`src/rtl/irq_res_pkg.sv`:
```
package irq_res_pkg;
  localparam int LVL_W        = 4;
  localparam int SRC_NONE     = 0;
  localparam int SRC_ENC      = 1;
  localparam int SRC_GRP_BASE = 2;
endpackage

```
`src/rtl/irq_enc_decode.sv`:
```
module irq_enc_decode
  import irq_res_pkg::*;
(
  input  logic [LVL_W-1:0] code_n,
  output logic [LVL_W-1:0] lvl
);
  // inverted code: all zeros is the top level, all ones decodes to level 0 (none)
  always_comb begin
    lvl = ~code_n;
  end
endmodule

```
`src/rtl/irq_grp_prio_reg.sv`:
```
module irq_grp_prio_reg
  import irq_res_pkg::*;
#(
  parameter int NUM_GROUPS = 2
) (
  input  logic                        clk,
  input  logic                        rst_n,
  input  logic                        wr_en,
  input  logic [NUM_GROUPS*LVL_W-1:0] wr_data,
  output logic [NUM_GROUPS*LVL_W-1:0] prio_q
);
  logic [NUM_GROUPS*LVL_W-1:0] prio_d;

  always_comb begin
    prio_d = wr_en ? wr_data : prio_q;
  end

  always_ff @(posedge clk or negedge rst_n) begin
    if (!rst_n) prio_q <= '0;
    else        prio_q <= prio_d;
  end


  prio_hold_chk: assert property (@(posedge clk) disable iff (!rst_n)
    !wr_en |=> $stable(prio_q));
endmodule

```
`src/rtl/irq_pin_group.sv`:
```
module irq_pin_group
  import irq_res_pkg::*;
#(
  parameter int GROUP_SIZE = 8
) (
  input  logic [GROUP_SIZE-1:0] pins,
  input  logic [LVL_W-1:0]      prio,
  output logic [LVL_W-1:0]      lvl
);
  always_comb begin
    lvl = (|pins) ? prio : '0;
  end
endmodule

```
`src/rtl/irq_level_resolver.sv`:
```
module irq_level_resolver
  import irq_res_pkg::*;
#(
  parameter int NUM_PINS   = 16,
  parameter int GROUP_SIZE = 8
) (
  input  logic                                 clk,
  input  logic                                 rst_n,
  input  logic [LVL_W-1:0]                     enc_req_n,
  input  logic [NUM_PINS-1:0]                  pin_irq,
  input  logic                                 prio_wr_en,
  input  logic [(NUM_PINS/GROUP_SIZE)*LVL_W-1:0] prio_wr_data,
  input  logic [LVL_W-1:0]                     mask_lvl,
  input  logic                                 accept,
  output logic                                 req_valid,
  output logic [LVL_W-1:0]                     req_level,
  output logic [$clog2(NUM_PINS/GROUP_SIZE+2)-1:0] req_src,
  output logic                                 wake
);
  localparam int NUM_GROUPS = NUM_PINS / GROUP_SIZE;
  localparam int SRC_W      = $clog2(NUM_GROUPS + 2);

  logic [LVL_W-1:0]            enc_lvl;
  logic [NUM_GROUPS*LVL_W-1:0] prio_q;
  logic [LVL_W-1:0]            grp_lvl [NUM_GROUPS];

  logic [LVL_W-1:0] best_lvl;
  logic [SRC_W-1:0] best_src;
  logic             best_valid;
  logic             wake_d;
  logic             hold_en;

  irq_enc_decode u_dec (
    .code_n (enc_req_n),
    .lvl    (enc_lvl)
  );

  irq_grp_prio_reg #(.NUM_GROUPS(NUM_GROUPS)) u_prio (
    .clk     (clk),
    .rst_n   (rst_n),
    .wr_en   (prio_wr_en),
    .wr_data (prio_wr_data),
    .prio_q  (prio_q)
  );

  for (genvar g = 0; g < NUM_GROUPS; g++) begin : g_grp
    irq_pin_group #(.GROUP_SIZE(GROUP_SIZE)) u_grp (
      .pins (pin_irq[g*GROUP_SIZE +: GROUP_SIZE]),
      .prio (prio_q[g*LVL_W +: LVL_W]),
      .lvl  (grp_lvl[g])
    );
  end

  // winner select: candidates in tie-break order, replaced only on strictly higher level
  always_comb begin
    best_lvl = enc_lvl;
    best_src = (enc_lvl != '0) ? SRC_W'(SRC_ENC) : SRC_W'(SRC_NONE);
    wake_d   = 1'b0;
    for (int g = 0; g < NUM_GROUPS; g++) begin
      if (grp_lvl[g] > best_lvl) begin
        best_lvl = grp_lvl[g];
        best_src = SRC_W'(SRC_GRP_BASE + g);
      end
      if (grp_lvl[g] > mask_lvl) wake_d = 1'b1;
    end
    best_valid = best_lvl > mask_lvl;
    hold_en    = !accept;
  end

  always_ff @(posedge clk or negedge rst_n) begin
    if (!rst_n) begin
      req_valid <= 1'b0;
      req_level <= '0;
      req_src   <= '0;
    end else if (hold_en) begin
      req_valid <= best_valid;
      req_level <= best_lvl;
      req_src   <= best_src;
    end
  end

  always_ff @(posedge clk or negedge rst_n) begin
    if (!rst_n) wake <= 1'b0;
    else        wake <= wake_d;
  end


  accept_hold_chk: assert property (@(posedge clk) disable iff (!rst_n)
    accept |=> $stable({req_valid, req_level, req_src}));

  enc_top_chk: assert property (@(posedge clk) disable iff (!rst_n)
    (!accept && enc_req_n == '0) |=> (req_level == '1 && req_src == SRC_W'(SRC_ENC)));

  valid_above_mask_chk: assert property (@(posedge clk) disable iff (!rst_n)
    !accept |=> (req_valid == (req_level > $past(mask_lvl))));

  valid_src_chk: assert property (@(posedge clk) disable iff (!rst_n)
    req_valid |-> (req_src != SRC_W'(SRC_NONE)));

  wake_no_pin_chk: assert property (@(posedge clk) disable iff (!rst_n)
    (pin_irq == '0) |=> !wake);
endmodule

```
`config.mk`:
```
export PLATFORM = sky130hd
export DESIGN_NAME = irq_level_resolver
export DESIGN_NICKNAME = d
export VERILOG_FILES = /design/src/rtl/irq_res_pkg.sv /design/src/rtl/irq_enc_decode.sv /design/src/rtl/irq_grp_prio_reg.sv /design/src/rtl/irq_pin_group.sv /design/src/rtl/irq_level_resolver.sv
export SDC_FILE = /design/constraint.sdc
export NUM_CORES = 1
export LEC_CHECK = 0
export BUFFER_PORTS_ARGS = -buffer_cell sky130_fd_sc_hd__buf_2
export CAP_MARGIN = 20
export CORE_UTILIZATION = 45
export CTS_BUF_LIST = sky130_fd_sc_hd__clkbuf_16
export DETAILED_ROUTE_END_ITERATION = 12
export PLACE_DENSITY = 0.75
export SETUP_SLACK_MARGIN = 0.15
export SYNTH_ARGS = -nofsm -noshare
export SYNTH_HDL_FRONTEND = slang
export SYNTH_SLANG_ARGS = --single-unit
```
`constraint.sdc`:
```
create_clock -name clk -period 6.43 [get_ports clk]
set_clock_uncertainty 0.2 [all_clocks]
set_input_delay 0 -clock clk [delete_from_list [all_inputs] [get_ports clk]]
set_output_delay 0 -clock clk [all_outputs]
set_load 0.01 [all_outputs]
```
Word level (Yosys, flattened, before mapping):

Index checks and enable logic that the tools add are counted.

* bitwise gates (word level): 1
* mux-type cells: 9
* magnitude comparators: 5
* reduce and logical (&&, ||, !) cells: 3

Operators with widths (number)
* greater-than comparator 4 bit: 5
* two-way mux 4 bit: 4
* OR reduction 8 bit: 2
* two-way mux 2 bit: 2
* inverter 4 bit: 1
* nonzero test 4 bit: 1
* two-way mux 1 bit: 3

* bits of input ports: 36
* register bits after elaboration: 16
* word-level logic and storage cells: 23

Longest topological paths before layout:

Gate-level depths: netlist (run 1).

* depth in word-level cells: 7
* gate-level depth with buffers: 22
* gate-level depth less buffers: 21

Cells and area by module:

A second synthesis (run 1) with hierarchy kept.

* cells, all modules: 137
* area, all modules: 1365.1 um^2

Modules (own cells, without submodules)
* irq_level_resolver: times used 1, area each 908.4 um^2, seq. area each 200.2 um^2, cells each 104
* irq_grp_prio_reg: times used 1, area each 331.6 um^2, seq. area each 200.2 um^2, cells each 17
* irq_pin_group: times used 2, area each 55.1 um^2, seq. area each 0.0 um^2, cells each 6
* irq_enc_decode: times used 1, area each 15.0 um^2, seq. area each 0.0 um^2, cells each 4

Least setup slack after synthesis (run 1):

Ideal clock, no wire load.

* kind: input port to flip-flop
* start point: in pin_irq[5]
* end point: reg req_valid
* arrival time: 4040 ps
* path slack: 2063 ps
* stages on the path: 20
* buffers on the path: 1
* cells stage by stage: or4_4 -> nor2_1 -> nor2_1 -> ha_1 -> nor2b_1 -> o311ai_1 -> a211oi_1 -> a2111oi_2 -> ha_1 -> a21oi_1 -> o21ai_0 -> clkbuf_1 -> nand2_1 -> mux2i_1 -> ha_1 -> nor2b_1 -> o21a_1 -> o21a_1 -> o21ai_0 -> o21ai_0

* cells in the longest elaborated chain, start to end: 7

Ends and longest elaborated chain
* start, declared: RTL line irq_level_resolver.sv:10 `input logic [NUM_PINS-1:0] pin_irq,`
* OR reduction 8 bit (*): RTL line irq_pin_group.sv:11 `lvl = (|pins) ? prio : '0;`
* two-way mux 4 bit (*): RTL line irq_pin_group.sv:11
* greater-than comparator 4 bit: RTL line irq_level_resolver.sv:60 `if (grp_lvl[g] > best_lvl) begin`
* two-way mux 4 bit (*): RTL line irq_level_resolver.sv:60
* greater-than comparator 4 bit: RTL line irq_level_resolver.sv:60
* two-way mux 4 bit (*): RTL line irq_level_resolver.sv:60
* net best_lvl[1]: RTL line irq_level_resolver.sv:27 `logic [LVL_W-1:0] best_lvl;`
* greater-than comparator 4 bit (*): RTL line irq_level_resolver.sv:66 `best_valid = best_lvl > mask_lvl;`
* end signal, assigned: RTL line irq_level_resolver.sv:76 `req_valid <= best_valid;`
* end, declared: RTL line irq_level_resolver.sv:15 `output logic req_valid,`

The timed path passes the listed nets; every way through them passes the cells marked *.
A chain may end at the register's enable or synchronous reset.

Final worst setup path (run 1):

Same ends and word-level chain as after synthesis.

==> out/results.env, run 1 <==
REGTOREGSETUPSLACK_NS=1.97
FLOORPLAN.INITIALDENSITY=0.4786
COMBPWRFRAC=0.448
GLOBAL_ROUTE.USAGE.MET2=0.3900
DOMINANTREGCELLSYNTH='sky130_fd_sc_hd__dfrtp_1'
DETAILROUTE.VIA_COUNT=1458
SYN_AVG_CELL_AREA_SQ_UM=9.111
GR-TOTAL-OVERFLOW=0
PATH_CELLS='buf_2 > or4_4 > nor2_1 > nor2_1 > ha_1 > nor2b_1 > o311ai_1 > a211oi_1 > a2111oi_2 > ha_1 > nand4_1 > nand2_1 > mux2i_1 > ha_1 > nor2b_1 > o21a_1 > o21a_1 > o21ai_0 > o21ai_0'
SYNTHTOPCELLSBYAREA='sky130_fd_sc_hd__dfrtp_1 27%, sky130_fd_sc_hd__ha_1 15%, sky130_fd_sc_hd__inv_1 4.5%'
GP_CONGESTION=0.9600
CP_MAX_FO=11
WORSTSKEWPAIRLATENCY_NS=0.25
WORSTSETUPPATHTYPE='in -> reg'
RUN_STATUS='complete, but fails checks'
CTS_SINKS=16
PLACED_CELL_AREA_SQ_UM=1710
DR.FIRST_ITER.DRC_COUNT=44
PORT_BUFFER_COUNT=43
FINAL-MAX-SLEW-VIOLATION-COUNT=0
FINAL_LAYOUT_SIZE_SUFFIX_GT1_FRAC=0.2795
CRIT_PATH_TOP_DELAY_CELL='sky130_fd_sc_hd__or4_4'
NUMBER_OF_BUFFERS_INSERTED_DURING_CLOCK_TREE_SYNTHESIS=3
FINALCRITICALPERIOD_NS=4.648
GRT_UTIL_MET3=0.04585
MAPPED_CELLS=163
DIE_AREA_SQ_UM=3534
TOTALPOWERFINAL_uW=470.4
CTSLONGESTPATHBUFFERS=2
CTS_TREE='built'
POWER.SHARE.SWITCHING=0.3450
FINALNETCOUNT=284
DETAILED_ROUTE_DRC_ERROR_COUNT=0
NUMBER_OF_GLOBAL_ROUTE_VIAS_BEFORE_REPAIR=1382
ROW_CNT=20
CRIT_ARRIVAL_NS=4.57
GRT.TOTAL_USAGE=0.2325
CTS_HTREE_LEVELS=1
SYN_TO_FINAL_GROWTH_PCT=36.65
WORST_HOLD_PATH_TYPE='in -> async'
SETUP_VIOLATIONS=0
FINAL_CORE_UTIL=0.6540
DETAIL_ROUTE.FIRST_PASS.ITERATIONS=4
NUM_IO_PINS=44
IRDROPWORSTVDD_uV=186.1
SYNTH-EDFF-COUNT=0
LARGEST_AREA_CONTRIBUTOR_IN_THE_SYNTHESIZED_NETLIST='sky130_fd_sc_hd__dfrtp_1'
TIMING.SETUP.TNS_NS=0
HOLD_WS_NS=-0.009040
WORSTSETUPENDPOINTTYPE='flop'
ASYNC_FLOP_SHARE=1.000
POWER.CLOCK.FRACTION=0.268
SEQ_POWER_SHARE=0.284
GRT_PASS1_WL_UM=6099
DRT.ANTENNA.VIOLATING_NETS=0
UNREPAIRED_SETUP_ENDPOINTS_AFTER_GLOBAL_ROUTING='no'
FIN_AREA_SQ_UM=2029
GRT_ANTENNA_BEFORE_REPAIR=0
NETLIST_AREA_SQ_UM=1485
CRITPATHREQUIREDTIME_NS=6.35
ROUTED_WL_UM=3598
WORST_SETUP_HOLD_PATH_CLK_SLEW_NS=0.05
BUFFERS_INSERTED_DURING_POST_CTS_SETUP_OPTIMIZATION=0
TIGHTESTPINTRANSITION_NS=0.6050
NETLIST.AREA_LEADER.SHARE=0.2696
PERIOD_SHARE=0.7228
CTS_RESIZED=0
TIMING.FINAL.HOLD_VIOLATIONS=16
ROOT_BUFFER='sky130_fd_sc_hd__clkbuf_16'
DP_HPWL_UM=2590
CAP_VIOLATIONS=0
ACHIEVABLE-FREQUENCY_MHz=215.2
START_KIND='primary input'
HORIZONTAL_DIE_DIMENSION_UM=59.45
SYNTH_CELL_TYPES=43
ANTENNA_CELLS=0
SW_POWER_uW=162.3
FLOP_AND_LATCH_COUNT_OUT_OF_SYNTHESIS=16
SEQUENTIAL_AREA_SHARE_AFTER_SYNTHESIS=0.2696
SLEW_HEADROOM=0.5903
CELLINTERNALPOWER_uW=308.1
DIE_H_UM=59.45
STATIC_POWER_DUE_TO_LEAKAGE_nW=0.9713
CRIT_BUF_INV=1
GRT_START_MAX_NET_PINS=19
FAILING_CHECKS='hold timing'
PWR_DENSITY_CELL_nW_PER_UM2=231.8
WORST_PATH_LARGEST_CELL_DELAY_NS=0.56
GRT-BUSIEST-LAYER='met2'
PLACEABLE_CORE_REGION_SQ_UM=3103
USE_MET1=0.3022
YOSYS_WARNINGS=0
CPLARGESTDELAYFAMILY='simple AND/OR/NAND/NOR gates'
DRT-WIRELENGTH-PER-CELL_UM=13.18
ROUTE.DETAILED.VIAS_PER_INST=5.341
SYNTHESIS.NETS=217
CRIT_TOP_CELL='sky130_fd_sc_hd__ha_1'
==> timing repair <==
item / 4_1_cts / 5_1_grt
setup endpoints to repair: 0 / 0
hold endpoints to repair: 29 / 0
hold buffers: 24 / 0
==> power groups by stage <==
stage / logic [mW] / registers [mW] / clock network (mW)
5_1_grt: 0.235 / 0.137 / 0.130
6_report: 0.211 / 0.133 / 0.126
2_1_floorplan: 0.128 / 0.142 / 0
3_5_place_dp: 0.193 / 0.135 / 0
3_3_place_gp: 0.191 / 0.134 / 0
4_1_cts: 0.210 / 0.133 / 0.125
==> cell usage after synthesis, types with 3 or more instances <==
cell,n
sky130_fd_sc_hd__o21ai_0,13
sky130_fd_sc_hd__clkbuf_1,3
sky130_fd_sc_hd__a21oi_1,9
sky130_fd_sc_hd__nor2_1,8
sky130_fd_sc_hd__inv_1,18
sky130_fd_sc_hd__nand2_1,14
sky130_fd_sc_hd__a211oi_1,6
sky130_fd_sc_hd__dfrtp_1,16
sky130_fd_sc_hd__nand4_1,3
sky130_fd_sc_hd__ha_1,18
sky130_fd_sc_hd__mux2_2,5
sky130_fd_sc_hd__nor4_1,4
sky130_fd_sc_hd__clkbuf_8,3
sky130_fd_sc_hd__nor2b_1,3
sky130_fd_sc_hd__o21a_1,4
==> per-stage QoR <==
stage	setup slack [ns]	instances
floorplan	2.063	163
global placement	1.647	245
detailed placement	1.615	245
CTS	1.793	273
global route	1.352	273
finish	1.782	273
==> path summary, 6_finish.rpt <==
path | from | end | cells past startpoint
hold / removal | rst_n | req_valid | 2
min in group clk | enc_req_n[0] | req_src[0] | 3
setup reg to reg | u_prio.prio_q[1] | req_valid | 17
setup / recovery | pin_irq[5] | req_valid | 19
hold reg to reg | req_valid | req_valid | 2
max in group asynchronous | rst_n | u_prio.prio_q[2] | 2
==> cell families (layout without fill, tap and decap cells) <==
family | count (synthesis) | count (layout) | synth area share
AOI/OAI and AO/OA | 53 | 53 | 0.2696
xor gates and xnor gates | 2 | 2 | 0.01180
adders and majority gates | 18 | 18 | 0.1516
buffers and inverters | 24 | 90 | 0.08087
DFF | 16 | 16 | 0.2696
muxes | 8 | 8 | 0.06149
and+or+nand+nor | 42 | 42 | 0.1550
==> per-layer routing <==
metal / part of all wire / wire length [um]
met5: 0 / 0
met4: 0.011 / 38
met3: 0.054 / 196
met2: 0.49 / 1756
met1: 0.45 / 1607
==> cell usage in the layout (no fill, tap or decap), drive strengths merged, types with 2 or more instances in the layout <==
| master | netlist | routed |
|---|---|---|
| o31ai | 2 | 2 |
| o21ai | 14 | 14 |
| o21a | 5 | 5 |
| xnor2 | 2 | 2 |
| dfrtp | 16 | 16 |
| a21boi | 2 | 2 |
| a2111oi | 2 | 2 |
| nand4 | 3 | 3 |
| and4bb | 2 | 2 |
| nor2 | 9 | 9 |
| a211oi | 6 | 6 |
| inv | 18 | 18 |
| clkbuf | 6 | 3 |
| buf | 0 | 44 |
| mux2i | 2 | 2 |
| nand2 | 14 | 14 |
| nor2b | 3 | 3 |
| nor4 | 4 | 4 |
| or4 | 2 | 2 |
| dlygate4sd3 | 0 | 24 |
| nand3 | 2 | 2 |
| ha | 18 | 18 |
| mux2 | 6 | 6 |
| a21oi | 9 | 9 |
| a32o | 2 | 2 |
==> cell type report <==
cell class / instances / area (sq um)
Fill cell: 294 / 1074
Multi-Input combinational cell: 123 / 964.7
Timing Repair Buffer: 68 / 462.9
Sequential cell: 16 / 400.4
Clock buffer: 3 / 75.07
Inverter: 18 / 67.56
Tap cell: 44 / 55.05
Clock inverter: 1 / 3.754
==> sequential cells by signal (all words and copies together) (netlist names) <==
register / flops
u_prio.prio_q: 8
req_src: 2
req_valid: 1
wake: 1
req_level: 4
Note: power is estimated with default switching activity, not from simulation.
==> inputs of run 2 (changes only) <==
Settings changed: ABC_AREA set to 1, PLACE_DENSITY 0.75 to 0.78.
Clock period 6.43 ns to 3.9 ns, I/O delays scaled along.
==> run 2 against run 1 <==
  * The run still ends with hold timing left
  * Total power grew 77%
  * Critical path depth rose by 4
  * Clock-buffer cell count stayed put
  * Non-clock buffer count is 8 higher
  * Core utilization rose by 6.9 points
  * Area after synthesis down 2.5%
  * Clock power up 63%
  * Sequential power grew 62%
  * Routed wire length down 1.7%
  * Critical path type is now reg -> reg
  * Largest cell class unchanged
  * Largest power group unchanged
==> out/results.env, run 2 <==
WORSTSKEWPAIRLATENCY_NS=0.25  # about the same
ROOT_BUFFER='sky130_fd_sc_hd__clkbuf_16'  # unchanged
DPL.CELL_COUNT=268  # was 245
CTS_SINKS=16  # unchanged
SYNTH-EDFF-COUNT=0  # unchanged
PWR_DENSITY_CELL_nW_PER_UM2=377.3  # was 231.8 nW/um^2
TOP_REGS='u_prio.prio_q x8, req_level x4, req_src x2'  # unchanged
CRITICAL_PATH.STARTPOINT='u_prio.prio_q[1]'  # was pin_irq[5]
ANTENNA_CELLS=0  # unchanged
SYN_AVG_CELL_AREA_SQ_UM=7.954  # was 9.111 sq um
NUMBER_OF_BUFFERS_INSERTED_DURING_CLOCK_TREE_SYNTHESIS=3  # unchanged
PLACEABLE_CORE_REGION_SQ_UM=3053  # was 3103 sq um
CP_MAX_FO=5  # was 11
PLACED_CELL_AREA_SQ_UM=1714  # was 1710 sq um
TOP_LIBRARY_CELLS_BY_USAGE_IN_THE_LAYOUT_FILL_AND_TAPS_ASIDE='43 x sky130_fd_sc_hd__buf_2, 34 x sky130_fd_sc_hd__nand2_1, 31 x sky130_fd_sc_hd__inv_1'  # was 43 x sky130_fd_sc_hd__buf_2, 24 x sky130_fd_sc_hd__dlygate4sd3_1, 18 x sky130_fd_sc_hd__inv_1, 18 x sky130_fd_sc_hd__ha_1, 16 x sky130_fd_sc_hd__dfrtp_1
FLOORPLAN.INITIALDENSITY=0.4742  # was 0.4786
FINAL-MAX-SLEW-VIOLATION-COUNT=0  # unchanged
GRT_PASS1_WL_UM=5740  # was 6099 um
ROW_CNT=20  # unchanged
ENDPOINT='req_valid'  # unchanged
CTSLONGESTPATHBUFFERS=2  # unchanged
ASYNC_FLOP_SHARE=1.000  # unchanged
WORSTSETUPPATHTYPE='reg -> reg'  # was in -> reg
PORT_BUFFER_COUNT=43  # unchanged
FLOP_AND_LATCH_COUNT_OUT_OF_SYNTHESIS=16  # unchanged
REGTOREGSETUPSLACK_NS=0.27  # was 1.97 ns
ROUTED_WL_UM=3536  # was 3598 um
FINAL_CELLS=305  # was 273
FF2FF_PATH_DEPTH=23  # was 17
GRT_ANTENNA_BEFORE_REPAIR=0  # unchanged
TOTALPOWERFINAL_uW=832.9  # was 470.4 uW
FIN_AREA_SQ_UM=2207  # was 2029 sq um
DETAILROUTE.VIA_COUNT=1460  # was 1,458
HORIZONTAL_DIE_DIMENSION_UM=58.72  # was 59.45 um
DIE_H_UM=58.72  # was 59.45 um
CTS_TREE='built'  # unchanged
MOST_COMMON_LIBRARY_CELL_IN_THE_LAYOUT_IGNORING_FILL_AND_TAPS='sky130_fd_sc_hd__buf_2'  # unchanged
SETUP_VIOLATIONS=0  # unchanged
SYNTH_CELL_TYPES=27  # was 43
CRIT_ARRIVAL_NS=3.56  # was 4.57 ns
NUM_IO_PINS=44  # unchanged
DIE_AREA_SQ_UM=3448  # was 3534 sq um
FINALCRITICALPERIOD_NS=3.625
GR-TOTAL-OVERFLOW=0  # unchanged
SYN_TO_FINAL_GROWTH_PCT=52.46  # was 36.65%
DETAILED_ROUTE_DRC_ERROR_COUNT=0  # unchanged
CTS_HTREE_LEVELS=1  # unchanged
R2R_START='u_prio.prio_q[1]'  # unchanged
HOLD_WS_NS=-0.009022  # was -0.009040 ns
DP_HPWL_UM=2406  # was 2590 um
SLEW_HEADROOM=0.7576  # was 0.5903
SEQUENTIAL_AREA_SHARE_AFTER_SYNTHESIS=0.2766  # was 0.2696
LARGEST_AREA_CONTRIBUTOR_IN_THE_SYNTHESIZED_NETLIST='sky130_fd_sc_hd__dfrtp_1'  # unchanged
UNREPAIRED_SETUP_ENDPOINTS_AFTER_GLOBAL_ROUTING='no'  # unchanged
CRITPATHREQUIREDTIME_NS=3.83  # was 6.35 ns
PLACE_WORST_SETUP_SLACK_NS=-0.01187  # was 1.615 ns
ACHIEVABLE-FREQUENCY_MHz=275.8
FAILING_CHECKS='hold timing'  # unchanged
FINALNETCOUNT=316  # was 284
RUN_STATUS='complete, but fails checks'  # unchanged
TIMING.SETUP.TNS_NS=0  # unchanged
DOMINANTREGCELLSYNTH='sky130_fd_sc_hd__dfrtp_1'  # unchanged
DETAIL_ROUTE.FIRST_PASS.ITERATIONS=4  # unchanged
ROUTE.DETAILED.VIAS_PER_INST=4.787  # was 5.341
NUMBER_OF_GLOBAL_ROUTE_VIAS_BEFORE_REPAIR=1411  # was 1,382
START_KIND='flop'  # was primary input
MAPPED_CELLS=182  # was 163
DR.FIRST_ITER.DRC_COUNT=21  # was 44
YOSYS_WARNINGS=0  # unchanged
SYNTHTOPCELLSBYAREA='sky130_fd_sc_hd__dfrtp_1 28%, sky130_fd_sc_hd__ha_1 16%, sky130_fd_sc_hd__nand2_1 9.1%'  # was sky130_fd_sc_hd__dfrtp_1 27%, sky130_fd_sc_hd__ha_1 15%, sky130_fd_sc_hd__inv_1 4.5%
IRDROPWORSTVDD_uV=241.2  # was 186.1 uV
PERIOD_SHARE=0.9296
FINAL_CORE_UTIL=0.7230  # was 0.6540
GRT_START_MAX_NET_PINS=17  # was 19
SYNTHESIS.NETS=236  # was 217
WORSTSETUPENDPOINTTYPE='flop'  # unchanged
DRT.ANTENNA.VIOLATING_NETS=0  # unchanged
WORSTREG2REGEND='req_valid'  # unchanged
WORST_SETUP_HOLD_PATH_CLK_SLEW_NS=0.05  # about the same
CAP_VIOLATIONS=0  # unchanged
GRT.TOTAL_USAGE=0.2204  # was 0.2325
TIGHTESTPINTRANSITION_NS=0.3636  # was 0.6050 ns
DRT-WIRELENGTH-PER-CELL_UM=11.59  # was 13.18 um
SYNTHMOSTINSTANTIATEDCELL='sky130_fd_sc_hd__nand2_1'
STATIC_POWER_DUE_TO_LEAKAGE_nW=1.142  # was 0.9713 nW
TIMING.FINAL.HOLD_VIOLATIONS=16  # unchanged
NETLIST.AREA_LEADER.SHARE=0.2766  # was 0.2696
WORST_HOLD_PATH_TYPE='in -> async'  # unchanged
LARGEST-REGISTER='u_prio.prio_q'  # unchanged
FINAL_LAYOUT_SIZE_SUFFIX_GT1_FRAC=0.3563  # was 0.2795
GP_CONGESTION=0.8891  # was 0.9600
FLIP_FLOP_COUNT_OF_THE_LARGEST_REGISTER_ALL_COPIES_AND_WORDS_ADDED=8  # unchanged
NETLIST_AREA_SQ_UM=1448  # was 1485 sq um
TIMING.FINAL.WS_SETUP_NS=0.2746  # was 1.782 ns
POST_SYNTH_MOST_FREQUENT_CELLS='35 x sky130_fd_sc_hd__nand2_1, 33 x sky130_fd_sc_hd__inv_1, 18 x sky130_fd_sc_hd__ha_1, 16 x sky130_fd_sc_hd__dfrtp_1, 12 x sky130_fd_sc_hd__nor2_1'  # was 18 x sky130_fd_sc_hd__ha_1, 18 x sky130_fd_sc_hd__inv_1, 16 x sky130_fd_sc_hd__dfrtp_1, 14 x sky130_fd_sc_hd__nand2_1, 13 x sky130_fd_sc_hd__o21ai_0
run 2: cell count changes after synthesis, sizes merged, moves of 6 or more:
| cell | before | now |
|---|---|---|
| nand2 | 14 | 44 |
| inv | 18 | 33 |
| nand3 | 2 | 15 |
| a211oi | 6 | 0 |
| nor2 | 9 | 15 |
run 2: cell families (layout without fill, tap and decap cells):
kind of cell	count (synthesis)	in the layout	share of synthesized area
AO/OA/AOI/OAI	24	24	0.09940
flip-flops	16	16	0.2766
buffers and inverters	34	113	0.08816
adder cells (fa/ha/maj)	18	18	0.1556
multiplexers	2	2	0.01556
AND/OR/NAND/NOR	88	88	0.3647
run 2: worst min path at each step:
stage          start  slack, ns      endpoint  cells after the start
6_report       rst_n     -0.009          wake                      2
5_1_grt        rst_n       0.03          wake                      2
4_1_cts        rst_n      0.005          wake                      2
2_1_floorplan  rst_n      -0.50  req_level[0]                      0
3_5_place_dp   rst_n      -0.27          wake                      1
3_3_place_gp   rst_n      -0.27          wake                      1
run 2: layout make-up:
class	count	area, sq um
multi-input cells	132	1008
fillers	239	845.8
repair buffers	76	538.0
flip-flops and latches	16	400.4
inverters	33	126.4
clock buffers	3	75.07
well taps	44	55.05
clock inverters	1	3.754
run 2: timing repair:
action,in CTS,in global routing
gates resized for setup,3,18
pin swaps,0,11
setup endpoints to repair,1,2
setup buffers,0,3
hold endpoints to repair,32,0
hold buffers,30,0
run 2: routing by layer:
layer	vias up	share of wire	global-route usage	routed length (um)
met4	0	0.015	0.06803	52
li1	762	-	-	-
met1	664	0.44	0.2655	1561
met3	6	0.025	0.04615	89
met5	-	0	0	0
met2	28	0.52	0.3912	1832
run 2: report_power, final:
| part | internal, mW | switching (mW) | leakage (nW) | total [mW] |
|---|---|---|---|---|
| sequential | 0.200 | 0.0157 | 0.189 | 0.215 |
| combinational | 0.199 | 0.214 | 0.915 | 0.412 |
| clock | 0.136 | 0.0690 | 0.0385 | 0.205 |
run 2: worst max-delay path, stage by stage (launching register included):
cell and delay [ns]:
sky130_fd_sc_hd__dfrtp_1 0.37, sky130_fd_sc_hd__inv_2 0.07, sky130_fd_sc_hd__nor2_2 0.06, sky130_fd_sc_hd__ha_1 0.30
sky130_fd_sc_hd__inv_1 0.05, sky130_fd_sc_hd__o21bai_2 0.17, sky130_fd_sc_hd__nand4_4 0.13, sky130_fd_sc_hd__nand2_4 0.14
sky130_fd_sc_hd__nand3_2 0.09, sky130_fd_sc_hd__and2_1 0.17, sky130_fd_sc_hd__ha_1 0.29, sky130_fd_sc_hd__inv_1 0.07
sky130_fd_sc_hd__nor2_1 0.04, sky130_fd_sc_hd__o211ai_1 0.17, sky130_fd_sc_hd__nand2_1 0.12, sky130_fd_sc_hd__nand2_4 0.13
sky130_fd_sc_hd__inv_4 0.06, sky130_fd_sc_hd__o21ai_1 0.09, sky130_fd_sc_hd__and2_1 0.20, sky130_fd_sc_hd__ha_4 0.21
sky130_fd_sc_hd__nand2_1 0.06, sky130_fd_sc_hd__o21ai_1 0.06, sky130_fd_sc_hd__a21oi_1 0.16, sky130_fd_sc_hd__o21ai_1 0.09
